[src/rtl/usfc_pkg.sv]
package usfc_pkg;

   localparam int ST_W = 8;

   // status bit positions
   localparam int B_DR   = 0;
   localparam int B_RDF  = 1;
   localparam int B_PER  = 2;
   localparam int B_FER  = 3;
   localparam int B_BRK  = 4;
   localparam int B_TDFE = 5;
   localparam int B_TEND = 6;
   localparam int B_ER   = 7;

   typedef enum logic [1:0] {
      RA_STAT = 2'd0,
      RA_LINE = 2'd1,
      RA_FCTL = 2'd2,
      RA_NONE = 2'd3
   } reg_addr_e;

   localparam logic [ST_W-1:0] ST_RST = 8'h60;

   // flags emptied by a receive flush
   function automatic bit rx_side(input int b);
      return (b == B_DR) || (b == B_RDF);
   endfunction

endpackage

[src/rtl/usfc_flag_cell.sv]
module usfc_flag_cell #(
   parameter logic RST_VAL = 1'b0
) (
   input  logic clk,
   input  logic rst_n,
   input  logic set_i,
   input  logic clr_i,
   input  logic keep_i,
   input  logic flush_i,
   output logic d_o,
   output logic q_o
);

   // flush beats set, set beats a software clear, keep vetoes the clear
   always_comb begin
      if (flush_i)
         d_o = 1'b0;
      else if (set_i)
         d_o = 1'b1;
      else if (clr_i && !keep_i)
         d_o = 1'b0;
      else
         d_o = q_o;
   end

   always_ff @(posedge clk or negedge rst_n) begin
      if (!rst_n)
         q_o <= RST_VAL;
      else
         q_o <= d_o;
   end

endmodule

[src/rtl/usfc_irq_hold.sv]
module usfc_irq_hold (
   input  logic clk,
   input  logic rst_n,
   input  logic en_i,
   input  logic src_i,
   output logic irq_o
);

   always_ff @(posedge clk or negedge rst_n) begin
      if (!rst_n)
         irq_o <= 1'b0;
      else if (en_i)
         irq_o <= src_i;
   end

endmodule

[src/rtl/usfc_line_ctrl.sv]
module usfc_line_ctrl #(
   parameter int FCTL_W    = 4,
   parameter int FLUSH_BIT = 1
) (
   input  logic              clk,
   input  logic              rst_n,
   input  logic              wr_line_i,
   input  logic              wr_fctl_i,
   input  logic              line_bit_i,
   input  logic [FCTL_W-1:0] fctl_data_i,
   input  logic              ovr_evt_i,
   output logic              orer_d_o,
   output logic              orer_q_o,
   output logic [FCTL_W-1:0] fctl_o,
   output logic              flush_req_o,
   output logic              rx_flush_o
);

   assign flush_req_o = wr_fctl_i && fctl_data_i[FLUSH_BIT];

   always_comb begin
      if (ovr_evt_i)
         orer_d_o = 1'b1;
      else if (wr_line_i && !line_bit_i)
         orer_d_o = 1'b0;
      else
         orer_d_o = orer_q_o;
   end

   always_ff @(posedge clk or negedge rst_n) begin
      if (!rst_n) begin
         orer_q_o   <= 1'b0;
         fctl_o     <= '0;
         rx_flush_o <= 1'b0;
      end else begin
         orer_q_o   <= orer_d_o;
         rx_flush_o <= flush_req_o;
         if (wr_fctl_i)
            fctl_o <= fctl_data_i;
      end
   end

endmodule

[src/rtl/usfc_status_ctrl.sv]
module usfc_status_ctrl
   import usfc_pkg::*;
#(
   parameter  int FIFO_DEPTH = 16,
   parameter  int FCTL_W     = 4,
   parameter  int FLUSH_BIT  = 1,
   localparam int CNT_W      = $clog2(FIFO_DEPTH + 1)
) (
   input  logic              clk,
   input  logic              rst_n,
   input  logic [CNT_W-1:0]  tx_count,
   input  logic [CNT_W-1:0]  tx_trig,
   input  logic [CNT_W-1:0]  rx_count,
   input  logic [CNT_W-1:0]  rx_trig,
   input  logic              rx_tmo_evt,
   input  logic              brk_evt,
   input  logic              fer_evt,
   input  logic              per_evt,
   input  logic              ovr_evt,
   input  logic              tx_ie,
   input  logic              rx_ie,
   input  logic              err_ie,
   input  logic              wr_en,
   input  logic [1:0]        wr_addr,
   input  logic [ST_W-1:0]   wr_data,
   output logic [ST_W-1:0]   status_o,
   output logic              line_o,
   output logic [FCTL_W-1:0] fctl_o,
   output logic              rx_flush_o,
   output logic              irq_rx_o,
   output logic              irq_tx_o,
   output logic              irq_brk_o,
   output logic              irq_err_o
);

   // elaboration-time parameter checks
   if (FIFO_DEPTH < 2) begin : g_bad_depth
      $error("usfc_status_ctrl: FIFO_DEPTH must be at least 2");
   end
   if (FCTL_W < 1 || FCTL_W > ST_W) begin : g_bad_fctl
      $error("usfc_status_ctrl: FCTL_W must lie in 1..8");
   end
   if (FLUSH_BIT < 0 || FLUSH_BIT >= FCTL_W) begin : g_bad_flush
      $error("usfc_status_ctrl: FLUSH_BIT must index FCTL_W");
   end

   logic wr_stat, wr_line, wr_fctl;
   assign wr_stat = wr_en && (wr_addr == RA_STAT);
   assign wr_line = wr_en && (wr_addr == RA_LINE);
   assign wr_fctl = wr_en && (wr_addr == RA_FCTL);

   // transmit drain edge detection
   logic tx_was_busy;
   always_ff @(posedge clk or negedge rst_n) begin
      if (!rst_n)
         tx_was_busy <= 1'b0;
      else
         tx_was_busy <= (tx_count != '0);
   end

   logic tx_nz, rx_nz, tx_lvl, rx_lvl, tend_edge;
   assign tx_nz     = (tx_count != '0);
   assign rx_nz     = (rx_count != '0);
   assign tx_lvl    = (tx_count <= tx_trig);
   assign rx_lvl    = rx_nz && (rx_count >= rx_trig);
   assign tend_edge = tx_was_busy && !tx_nz;

   // line status and FIFO control
   logic orer_d, flush_req;
   usfc_line_ctrl #(
      .FCTL_W    (FCTL_W),
      .FLUSH_BIT (FLUSH_BIT)
   ) u_line (
      .clk         (clk),
      .rst_n       (rst_n),
      .wr_line_i   (wr_line),
      .wr_fctl_i   (wr_fctl),
      .line_bit_i  (wr_data[0]),
      .fctl_data_i (wr_data[FCTL_W-1:0]),
      .ovr_evt_i   (ovr_evt),
      .orer_d_o    (orer_d),
      .orer_q_o    (line_o),
      .fctl_o      (fctl_o),
      .flush_req_o (flush_req),
      .rx_flush_o  (rx_flush_o)
   );

   // per-bit set and hold sources
   logic [ST_W-1:0] set_v, keep_v, clr_v, flush_v, st_d;

   always_comb begin
      set_v         = '0;
      set_v[B_DR]   = rx_tmo_evt;
      set_v[B_RDF]  = rx_lvl;
      set_v[B_PER]  = per_evt;
      set_v[B_FER]  = fer_evt;
      set_v[B_BRK]  = brk_evt;
      set_v[B_TDFE] = tx_lvl;
      set_v[B_TEND] = tend_edge;
      set_v[B_ER]   = fer_evt || per_evt;

      keep_v         = '0;
      keep_v[B_DR]   = rx_nz;
      keep_v[B_RDF]  = rx_lvl;
      keep_v[B_TDFE] = tx_lvl;
      keep_v[B_TEND] = tx_nz;
   end

   assign clr_v = wr_stat ? ~wr_data : '0;

   for (genvar i = 0; i < ST_W; i++) begin : g_flag
      if (rx_side(i)) begin : g_rx
         assign flush_v[i] = flush_req;
      end else begin : g_other
         assign flush_v[i] = 1'b0;
      end

      usfc_flag_cell #(
         .RST_VAL (ST_RST[i])
      ) u_cell (
         .clk     (clk),
         .rst_n   (rst_n),
         .set_i   (set_v[i]),
         .clr_i   (clr_v[i]),
         .keep_i  (keep_v[i]),
         .flush_i (flush_v[i]),
         .d_o     (st_d[i]),
         .q_o     (status_o[i])
      );
   end

   // interrupt lines follow next-state flags while enabled
   usfc_irq_hold u_irq_rx (
      .clk   (clk),
      .rst_n (rst_n),
      .en_i  (rx_ie),
      .src_i (st_d[B_DR] || st_d[B_RDF]),
      .irq_o (irq_rx_o)
   );

   usfc_irq_hold u_irq_tx (
      .clk   (clk),
      .rst_n (rst_n),
      .en_i  (tx_ie),
      .src_i (st_d[B_TDFE]),
      .irq_o (irq_tx_o)
   );

   usfc_irq_hold u_irq_brk (
      .clk   (clk),
      .rst_n (rst_n),
      .en_i  (err_ie),
      .src_i (st_d[B_BRK]),
      .irq_o (irq_brk_o)
   );

   usfc_irq_hold u_irq_err (
      .clk   (clk),
      .rst_n (rst_n),
      .en_i  (err_ie),
      .src_i (st_d[B_ER] || orer_d),
      .irq_o (irq_err_o)
   );

endmodule

[config.mk]
export PLATFORM = sky130hd
export DESIGN_NAME = usfc_status_ctrl
export DESIGN_NICKNAME = d
export VERILOG_FILES = /design/src/rtl/usfc_pkg.sv /design/src/rtl/usfc_flag_cell.sv /design/src/rtl/usfc_irq_hold.sv /design/src/rtl/usfc_line_ctrl.sv /design/src/rtl/usfc_status_ctrl.sv
export SDC_FILE = /design/constraint.sdc
export NUM_CORES = 1
export LEC_CHECK = 0
export BUFFER_PORTS_ARGS = -buffer_cell sky130_fd_sc_hd__buf_4
export CAP_MARGIN = 30
export CORE_UTILIZATION = 41
export DETAILED_ROUTE_END_ITERATION = 10
export PLACE_DENSITY = 0.75
export SETUP_SLACK_MARGIN = 0.2
export SYNTH_ARGS = -nofsm -noshare
export SYNTH_HDL_FRONTEND = slang
export SYNTH_HIERARCHICAL = 1
export SYNTH_SLANG_ARGS = --single-unit
[constraint.sdc]
create_clock -name clk -period 1.25 [get_ports clk]
set_clock_uncertainty 0.15 [all_clocks]
set_input_delay 0.25 -clock clk [delete_from_list [all_inputs] [get_ports clk]]
set_output_delay 0.25 -clock clk [all_outputs]
set_load 0.02 [all_outputs]
==> impl_results.md, run 1 <==
* Overall Power at 1.82 mW
* Largest family of logic cells by synthesized area: simple AND/OR/NAND/NOR gates
* DRC at 0
* Share of cells above drive strength 1 at 72.1%
* Root buf cell: clkbuf_4
* CP Class: in2reg
* Synthesized area at 0.00120 mm^2
* Die area at 0.00315 mm^2
* Leakage at 1.10 nW
* Peak Freq at 526 MHz
* CTS tree: done
* Initial DRC Count at 16
* First-pass GRT wire length at 5370 um
* Hold-fix buffers, CTS at 1
* RSZ-0062 raised after global routing: yes
* Core area at 0.00276 mm^2
* Post-route insts no fill at 239
* Status: finished with violations
* Critical Path Start Type: input pin
* Crit path time final at 1.90 ns
* Compound-Gate Fraction of Synth Area at 4.59%
* FFs w/ async S/R, synth at 100%
* Cell accounting for the most synthesized area: dfrtp_1
* Largest cells by area after synthesis: dfrtp_1 35%, ha_1 10%, nor3b_2 8.3%
* Fin area at 0.00235 mm^2
* Fill count at 140
* Via density per instance at 4.82
* CP cell instances: buf_8 -> clkinv_8 -> ha_4 -> nand2b_4 -> a211o_1 -> o211ai_1 -> a21oi_2 -> nor3b_2 -> nor3_2 -> or2_4 -> mux2_4
* Synth Area in Simple Gates at 31.7%
* Port Buffers at 58
* Initial antenna violation count at 0
* Max_cap viols at 0
* Post-synthesis xor/xnor area fraction at 0%
* Gr usage total at 21.9%
* Clock transition at path regs at 0.11 ns
* Routability cong. at 0.831
* Crit path max fanout at 3
* I/O pins at 59
* Synth unique cells at 31
* Final HPWL DP at 2360 um
* Warnings from Yosys at 6
* Post-synthesis register bit count at 19
* Grt ovf at 0
* Worst path slowest cell: a211o_1
* Synth Flop Type: dfrtp_1
* Proportion of synthesized area in mux cells at 8.76%
* Power per cell area at 773 mW/mm^2
* Sw Ratio at 30.5%
* CP Data Required Time at 1.28 ns
* Final design utilization at 85.3%
* Worst-Skew Late Latency at 0.28 ns
* Initial core utilization at 43.5%
* Via Count at 1,151
* Comb power frac at 43.2%
* Largest stage delay on the critical path at 0.26 ns
* Adder-cell area share of the yosys netlist at 10.4%
* Die height at 56.1 um
* Hold Vio Cnt, Final at 0
* Placed insts at 219
* CTS sink cnt at 19
* Largest net degree at the start of global routing at 20
* Layout area overhead at 95.9%
* Pint at 1.26 mW
* Net Sw Power at 0.554 mW
* Most frequent cell after synthesis: dfrtp_1
* Total CTS buffers at 3
* VDD IR max at 790 uV
* Final worst slack at -0.652 ns
* # rows at 19
* Final setup viols at 21
* TritonRoute pass-1 iters at 3
* Post-route clock period utilization at 152%
* HP Class: in2reg
* EDFF count, synth at 0
* Number of global-route vias before repair at 1,245
* H-tree depth at 1
* NumNets Final at 260
* Max-slew violation count at 0
* WL final at 3510 um
* Flop pwr share at 40.0%
* Area after DPL at 0.00194 mm^2
* CP Capture Type: flop
* Clock Power Share at 16.8%
* Max Root-Sink Buffers at 2
* Top post-synthesis cells by count: 17 x dfrtp_1, 11 x inv_1, 11 x nor2_1, 10 x ha_1
* Cell count after synthesis at 109
* Seq/Total Area, Yosys at 39.8%
* Gr busiest metal: met2
* Post-route ant nets at 0
* Sum Neg Setup Slack at -3.02 ns
* Grt met1 use at 25.3%
* Synth Area per Inst at 11.0 um^2
* Post-synth top area share at 35.5%
* Routed len/inst at 14.7 um
* Chip width at 56.1 um
* Grt met2 use at 40.0%
* Failing checks: negative setup slack
* Ant. Diodes at 0
* Met3 Use GR at 2.79%
* Arr. time, crit path at 1.93 ns
[power groups by stage]
| stage | Combinational (mW) | Clock [mW] | Sequential, mW |
|---|---|---|---|
| after global routing | 0.835 | 0.345 | 0.732 |
| after floorplan | 0.218 | 0 | 0.792 |
| after CTS | 0.716 | 0.323 | 0.722 |
| after detailed placement | 0.591 | 0 | 0.723 |
| after global placement | 0.572 | 0 | 0.720 |
| final | 0.785 | 0.306 | 0.727 |
[timing repair]
action	4_1_cts	5_1_grt
setup buffers	9	6
endpoints found under the hold margin	20	1
cloned	0	0
pin swaps	20	6
endpoints found under the setup margin	34	33
resized for setup	42	20
[final timing paths]
path | start | end | slack [ns] | cells past startpoint
worst max-delay path | rx_count[0] | u_irq_rx/irq_o$_DFFE_PN0P_ | -0.65 | 11
worst min register to register | u_irq_tx/irq_o$_DFFE_PN0P_ | u_irq_tx/irq_o$_DFFE_PN0P_ | 0.41 | 1
worst min-delay path | ovr_evt | u_line/orer_q_o$_DFF_PN0_ | 0.004 | 2
min in group asynchronous | rst_n | g_flag[7].u_cell/q_o$_DFF_PN0_ | 0.20 | 2
max in group asynchronous | rst_n | g_flag[6].u_cell/q_o$_DFF_PN1_ | 0.48 | 2
worst max register to register | u_line/orer_q_o$_DFF_PN0_ | u_irq_err/irq_o$_DFFE_PN0P_ | -0.11 | 3
[flip-flops by register name, summed over array words and instances (netlist names)]
signal	count
u_irq_tx/irq_o	1
tx_was_busy	1
u_irq_brk/irq_o	1
u_irq_rx/irq_o	1
u_irq_err/irq_o	1
u_line/rx_flush_o	1
u_line/orer_q_o	1
u_line/fctl_o	4
g_flag.u_cell/q_o	8
[layout by cell type (no fill, tap or decap), types with 4 or more instances in the layout]
master	n
ha_1	5
nor2_2	7
conb_1	10
nor3b_4	5
buf_8	4
nor2_1	8
buf_6	40
ha_4	5
nor3_2	8
nor2_4	4
mux2_4	8
inv_1	6
buf_4	42
dfrtp_1	16
[logic make-up after synthesis]
logic type / Yosys count
fa+ha+maj: 10
compound gates: 8
flops: 19
mux: 8
buf+inv: 12
simple gates: 51
other cells: 1
[metrics by stage]
| step | hold slack (ns) | setup WS [ns] |
|---|---|---|
| floorplan | -0.196 | -0.756 |
| detailed placement | -0.0116 | -0.998 |
| finish | 0.00407 | -0.652 |
| global route | -0.0298 | -0.703 |
| CTS | -0.0161 | -0.625 |
| global placement | -0.0175 | -0.922 |
[worst max-delay path: cells and delay by family]
family                     cells  cell delay [ns]
AOI/OAI and AO/OA              3             0.48
adders and majority gates      1             0.20
buffers and inverters          2             0.13
muxes                          1             0.25
and+or+nand+nor                4             0.63
[routing by layer]
metal	routed length, um	part of all wire, %
met5	0	0
met2	2050	58
met3	134	3.8
met1	1260	36
met4	60	1.7
[final cells by class]
type	count	area, um^2	share of cell area [%]
Timing Repair Buffer	87	836	35.6
Clock inverter	1	5.00	0.213
Sequential cell	19	479	20.4
Tap cell	31	38.8	1.65
Clock buffer	3	22.5	0.958
Multi-Input combinational cell	87	893	38.0
Inverter	11	76.3	3.25
No activity file was read; power rests on OpenSTA's default activity.
==> inputs of run 2 (changes only) <==
--- a/config.mk
+++ b/config.mk
@@ -9,7 +9,7 @@
 export CAP_MARGIN = 30
 export CORE_UTILIZATION = 41
 export DETAILED_ROUTE_END_ITERATION = 10
-export PLACE_DENSITY = 0.75
+export PLACE_DENSITY = 0.85
 export SETUP_SLACK_MARGIN = 0.2
 export SYNTH_ARGS = -nofsm -noshare
 export SYNTH_HDL_FRONTEND = slang
==> run 2 against run 1 <==
- the flow still finishes with violations (negative setup slack)
- worst hold slack improved by 0.0028 ns
- global-route usage rose by 4.2 points
- count of clock-buffer cells in the layout did not move
- clock power rose by 5%
- critical endpoint unchanged
- largest power group unchanged
==> impl_results.md, run 2 (synthesized netlist as in run 1, its figures left out) <==
* Initial DRC Count at 20 (+4)
* Overall Power at 1.83 mW (+0.89%)
* Hold Startpoint: ovr_evt
* Critical Path Start Type: input pin
* Initial core utilization at 43.5% (unchanged)
* Commonest non-fill, non-tap cell in the layout: buf_4
* Final design utilization at 83.6% (-1.6 points)
* Status: finished with violations
* Final worst slack at -0.690 ns (-0.0380 ns)
* Final setup viols at 20 (-4.8%)
* Crit path max-delay family: simple AND/OR/NAND/NOR gates
* Arr. time, crit path at 1.98 ns (+0.05 ns)
* H-tree depth at 1 (unchanged)
* Core area at 0.00276 mm^2 (unchanged)
* Chip width at 56.1 um (unchanged)
* CP Class: in2reg
* Pre-CTS setup slack at -0.997 ns (+0.000696 ns)
* Hold Vio Cnt, Final at 0 (unchanged)
* Crit path time final at 1.94 ns (+0.0380 ns)
* First-pass GRT wire length at 6180 um (+15%)
* Crit path max fanout at 3 (unchanged)
* Placed insts at 222 (+1.4%)
* Routability cong. at 0.781 (-6.1%)
* CP Capture Type: flop
* Via density per instance at 4.97 (+3.2%)
* Die height at 56.1 um (unchanged)
* Reg-to-Reg Start: g_flag[0].u_cell/q_o$_DFF_PN0_
* Fin area at 0.00231 mm^2 (-1.9%)
* Biggest regs: g_flag.u_cell/q_o x8, u_line/fctl_o x4
* TritonRoute pass-1 iters at 4 (+1)
* RSZ-0062 raised after global routing: yes
* CP cell instances: buf_8 -> inv_8 -> ha_4 -> nand2b_4 -> a211o_1 -> o211ai_1 -> a21oi_2 -> nor3b_2 -> nor3_2 -> or2_4 -> mux2_4
* NumNets Final at 261 (+0.38%)
* Share of cells above drive strength 1 at 72.2% (+0.13 points)
* DRC at 0 (unchanged)
* Final HPWL DP at 2670 um (+13%)
* # rows at 19 (unchanged)
* Layout area overhead at 92.2%
* Total CTS buffers at 3 (unchanged)
* Power per cell area at 795 mW/mm^2 (+2.9%)
* Clock transition at path regs at 0.12 ns (about the same)
* Post-route clock period utilization at 155% (+3.0 points)
* Die area at 0.00315 mm^2 (unchanged)
* Port Buffers at 58 (unchanged)
* Most frequent cells in the layout: 49 x buf_4, 36 x buf_6, 16 x dfrtp_1
* Initial antenna violation count at 0 (unchanged)
* Hold slack at 0.00691 ns (+0.00284 ns)
* Met3 Use GR at 5.35% (+2.6 points)
* Worst-Skew Late Latency at 0.30 ns (+0.02 ns)
* Post-route insts no fill at 240 (+0.42%)
* Failing checks: negative setup slack
* CTS sink cnt at 19 (unchanged)
* Bufs and invs on worst path at 2 (unchanged)
* Grt met2 use at 52.7% (+13 points)
* Max Root-Sink Buffers at 2 (unchanged)
* Fill count at 144 (+2.9%)
* Ant. Diodes at 0 (unchanged)
* Largest Register: g_flag.u_cell/q_o
* Number of global-route vias before repair at 1,393 (+12%)
* HP Class: in2reg
* WL final at 3910 um (+11%)
* Gr usage total at 26.2% (+4.2 points)
* Peak Freq at 515 MHz (-2.0%)
* VDD IR max at 793 uV (+0.35%)
* CTS tree: done
* Worst path slowest cell: mux2_4
* Post-route ant nets at 0 (unchanged)
* Grt met1 use at 24.9% (-0.41 points)
* Max reg flops at 8 (unchanged)
* CP Data Required Time at 1.29 ns (about the same)
* Gr busiest metal: met2
* Max_cap viols at 0 (unchanged)
* Max-slew violation count at 0 (unchanged)
* I/O pins at 59 (unchanged)
* Via Count at 1,193 (+3.6%)
* Critical Path Source: rx_count[0]
* Routed len/inst at 16.3 um (+11%)
* Area after DPL at 0.00196 mm^2 (+1.2%)
* Root buf cell: clkbuf_4
* Largest stage delay on the critical path at 0.26 ns (about the same)
* Sum Neg Setup Slack at -2.83 ns (+0.186 ns)
* Grt ovf at 0 (unchanged)
* Largest net degree at the start of global routing at 20 (unchanged)
* Leakage at 1.09 nW (-1.1%)
==> run 2: changes by cell type in the layout (fill, tap and decap cells not counted), sizes merged <==
cell,before,now
buf,86,87
clkinv,2,1
inv,10,11
==> run 2: layer usage <==
layer	vias up	wire [um]
met5	-	0
li1	563	-
met2	49	2300
met3	4	217
met4	0	31
met1	577	1350
==> run 2: layout make-up <==
type / count / area [um^2] / area share, %
multi-input combinational: 87 / 876 / 38.0
timing repair buffer: 88 / 813 / 35.3
sequential: 19 / 479 / 20.8
inverter: 11 / 71.3 / 3.09
tap: 31 / 38.8 / 1.68
clock buffer: 3 / 22.5 / 0.977
clock inverter: 1 / 5.00 / 0.217
==> run 2: path summary, 6_finish.rpt <==
check                                                      end  slack, ns  cells after the start
worst max-delay path                u_irq_rx/irq_o$_DFFE_PN0P_      -0.69                     11
worst min-delay path                 u_line/orer_q_o$_DFF_PN0_      0.007                      2
worst max register to register      u_irq_rx/irq_o$_DFFE_PN0P_      -0.16                      4
worst min register to register  g_flag[6].u_cell/q_o$_DFF_PN1_       0.39                      2
max in group asynchronous       g_flag[6].u_cell/q_o$_DFF_PN1_       0.48                      2
min in group asynchronous          u_line/rx_flush_o$_DFF_PN0_       0.20                      2
==> run 2: power breakdown <==
group	internal, mW	switching, mW	total [mW]	leakage (nW)
combinational	0.459	0.323	0.782	0.865
clock	0.119	0.201	0.321	0.0177
sequential	0.677	0.0551	0.732	0.211
total	1.25	0.579	1.83	1.09
==> run 2: what timing repair did <==
item,in CTS,in global routing
resized for setup,40,11
hold buffers,1,0
endpoints found under the setup margin,34,33
setup buffers,10,3
pin swaps,18,5
endpoints found under the hold margin,19,0
==> inputs of run 3 (changes only) <==
--- a/config.mk
+++ b/config.mk
@@ -7,9 +7,12 @@
 export LEC_CHECK = 0
 export BUFFER_PORTS_ARGS = -buffer_cell sky130_fd_sc_hd__buf_4
 export CAP_MARGIN = 30
-export CORE_UTILIZATION = 41
+export CELL_PAD_IN_SITES_DETAIL_PLACEMENT = 1
+export CELL_PAD_IN_SITES_GLOBAL_PLACEMENT = 2
+export CORE_UTILIZATION = 25
+export CTS_BUF_LIST = sky130_fd_sc_hd__clkbuf_8
 export DETAILED_ROUTE_END_ITERATION = 10
-export PLACE_DENSITY = 0.85
+export PLACE_DENSITY = 0.88
 export SETUP_SLACK_MARGIN = 0.2
 export SYNTH_ARGS = -nofsm -noshare
 export SYNTH_HDL_FRONTEND = slang
==> run 3 against run 2 <==
- the flow finishes with violations (design-rule violations, negative setup slack)
- final cell count up 7.9%
- sequential cell count unchanged
- wire length down 5.3%
- design area up 1.2%
- sequential power down 0.7%
- critical endpoint unchanged
- via count down 2.7%
- register-to-register slack better by 0.03 ns
- non-clock buffer count down 2
- critical path depth unchanged
- combinational power down 2.7%
- worst setup slack better by 0.052 ns
- utilization down 31 points
==> impl_results.md, run 3 (synthesized netlist as in run 1, its figures left out) <==
* Worst-Skew Late Latency at 0.26 ns (-0.04 ns)
* Largest net degree at the start of global routing at 20 (unchanged)
* Initial DRC Count at 8 (-60%)
* Biggest regs: g_flag.u_cell/q_o x8, u_line/fctl_o x4
* Core area at 0.00447 mm^2 (+62%)
* Share of cells above drive strength 1 at 71.0% (-1.2 points)
* Met2 WL at 2100 um (-8.9%)
* CP cell instances: buf_8 -> inv_8 -> ha_4 -> nand2b_4 -> a211o_1 -> o211ai_1 -> a21oi_2 -> nor3b_2 -> nor3_2 -> or2_4 -> mux2_4
* Final HPWL DP at 2940 um (+10%)
* TritonRoute pass-1 iters at 7 (+3)
* Grt ovf at 0 (unchanged)
* Ant. Diodes at 0 (unchanged)
* H-tree depth at 1 (unchanged)
* Bufs and invs on worst path at 2 (unchanged)
* # rows at 24 (+5)
* Gr usage total at 15.0% (-11 points)
* Routability cong. at 0.763 (-2.3%)
* Total CTS buffers at 3 (unchanged)
* Metal-1 WL at 1330 um (-1.6%)
* Reg-to-Reg Start: u_line/orer_q_o$_DFF_PN0_
* Chip width at 71.3 um (+27%)
* Via density per instance at 4.48 (-9.8%)
* WL final at 3700 um (-5.3%)
* Crit path max-delay family: simple AND/OR/NAND/NOR gates
* Comb power frac at 39.8% (-2.8 points)
* Die area at 0.00508 mm^2 (+61%)
* Clock transition at path regs at 0.07 ns (-0.05 ns)
* Final setup viols at 15 (-25%)
* Peak Freq at 529 MHz (+2.7%)
* Final design utilization at 52.2% (-31 points)
* Most frequent cells in the layout: 48 x buf_4, 33 x buf_6, 16 x dfrtp_1
* Pint at 1.35 mW (+7.6%)
* Via Count at 1,161 (-2.7%)
* Worst path slowest cell: a211o_1
* Max reg flops at 8 (unchanged)
* Largest Register: g_flag.u_cell/q_o
* Crit path time final at 1.89 ns (-0.0515 ns)
* Crit path max fanout at 3 (unchanged)
* Hold Vio Cnt, Final at 0 (unchanged)
* Met3 routed WL at 191 um (-12%)
* Critical Path Start Type: input pin
* DR top layer: met4
* Post-route clock period utilization at 151% (-4.1 points)
* CP Data Required Time at 1.24 ns (-0.05 ns)
* Clock Power Share at 22.2% (+4.7 points)
* Initial antenna violation count at 0 (unchanged)
* Net Sw Power at 0.562 mW (-3.0%)
* Sw Ratio at 29.4% (-2.2 points)
* Hold slack at 0.0798 ns (+0.0729 ns)
* Die height at 71.3 um (+27%)
* Sum Neg Setup Slack at -2.82 ns (+0.00878 ns)
* CTS sink cnt at 19 (unchanged)
* Leakage at 1.09 nW (-0.73%)
* Routed len/inst at 14.3 um (-12%)
* Fin area at 0.00233 mm^2 (+1.2%)
* Max-slew violation count at 0 (unchanged)
* Initial core utilization at 26.8% (-17 points)
* Arr. time, crit path at 1.88 ns (-0.10 ns)
* DRC at 5 (+5)
* CP Class: in2reg
* CP Capture Type: flop
* Port Buffers at 58 (unchanged)
* Max Root-Sink Buffers at 2 (unchanged)
* VDD IR max at 398 uV (-50%)
* Number of global-route vias before repair at 1,346 (-3.4%)
* RSZ-0062 raised after global routing: yes
* Critical Path Source: rx_count[0]
* CTS tree: done
* NumNets Final at 259 (-0.77%)
* First-pass GRT wire length at 5820 um (-5.7%)
* Internal reg-to-reg setup slack at -0.13 ns (+0.03 ns)
* I/O pins at 59 (unchanged)
* Hold Startpoint: ovr_evt
* Commonest non-fill, non-tap cell in the layout: buf_4
* HP Class: in2reg
* Root buf cell: clkbuf_8
* Area after DPL at 0.00196 mm^2 (-0.19%)
* Overall Power at 1.91 mW (+4.3%)
* Largest stage delay on the critical path at 0.25 ns (about the same)
* Flop pwr share at 38.0% (-1.9 points)
* Status: finished with violations
* Layout area overhead at 94.5%
* Power per cell area at 820 mW/mm^2 (+3.0%)
* Final worst slack at -0.639 ns (+0.0515 ns)
* Post-route ant nets at 0 (unchanged)
* Failing checks: design-rule violations, negative setup slack
* Max_cap viols at 0 (unchanged)
==> run 3: worst reg2reg max path, cell delays in order (launching register included) <==
cell and delay, ns:
dfrtp_1 0.40, a21o_1 0.22, or2_4 0.25, mux2_4 0.25
==> run 3: repair_timing <==
item | in CTS | in global routing
setup buffers | 9 | 6
pin swaps | 18 | 6
gates resized for setup | 39 | 12
hold endpoints to repair | 19 | 0
setup endpoints to repair | 30 | 33
hold buffers | 1 | 0
==> run 3: power groups by stage <==
stage / Combinational [mW] / Sequential [mW] / Clock, mW
detailed placement: 0.596 / 0.727 / 0
finish: 0.761 / 0.727 / 0.425
global placement: 0.572 / 0.724 / 0
CTS: 0.720 / 0.725 / 0.441
floorplan: 0.218 / 0.792 / 0
global route: 0.816 / 0.736 / 0.469
==> run 3: final timing paths <==
kind                                             endpoint  cells after the start
setup / recovery               u_irq_rx/irq_o$_DFFE_PN0P_                     11
hold / removal                  u_line/orer_q_o$_DFF_PN0_                      2
setup reg to reg              u_irq_err/irq_o$_DFFE_PN0P_                      3
min in group asynchronous    u_line/fctl_o[3]$_DFFE_PN0P_                      2
hold reg to reg            g_flag[6].u_cell/q_o$_DFF_PN1_                      2
max in group asynchronous  g_flag[5].u_cell/q_o$_DFF_PN1_                      2
==> run 3: routing by layer <==
| metal | vias up | GRT usage [%] |
|---|---|---|
| li1 | 559 | - |
| met1 | 552 | 15.2 |
| met2 | 43 | 29.1 |
| met3 | 7 | 2.67 |
| met4 | 0 | 7.56 |
| met5 | - | 0 |
==> run 3: layout make-up <==
class                   instances  area [um^2]
clock inverters                 1         3.75
multi-input cells              87          871
well taps                      52         65.1
inverters                      11         71.3
repair buffers                 86          802
clock buffers                   3         41.3
flip-flops and latches         19          479
fillers                       485         2140
==> run 3: metrics by stage <==
step	instances	setup WS, ns
after CTS	253	-0.654
after floorplan	118	-0.756
final	259	-0.639
after global placement	239	-0.941
after detailed placement	239	-0.979
after global routing	259	-0.710
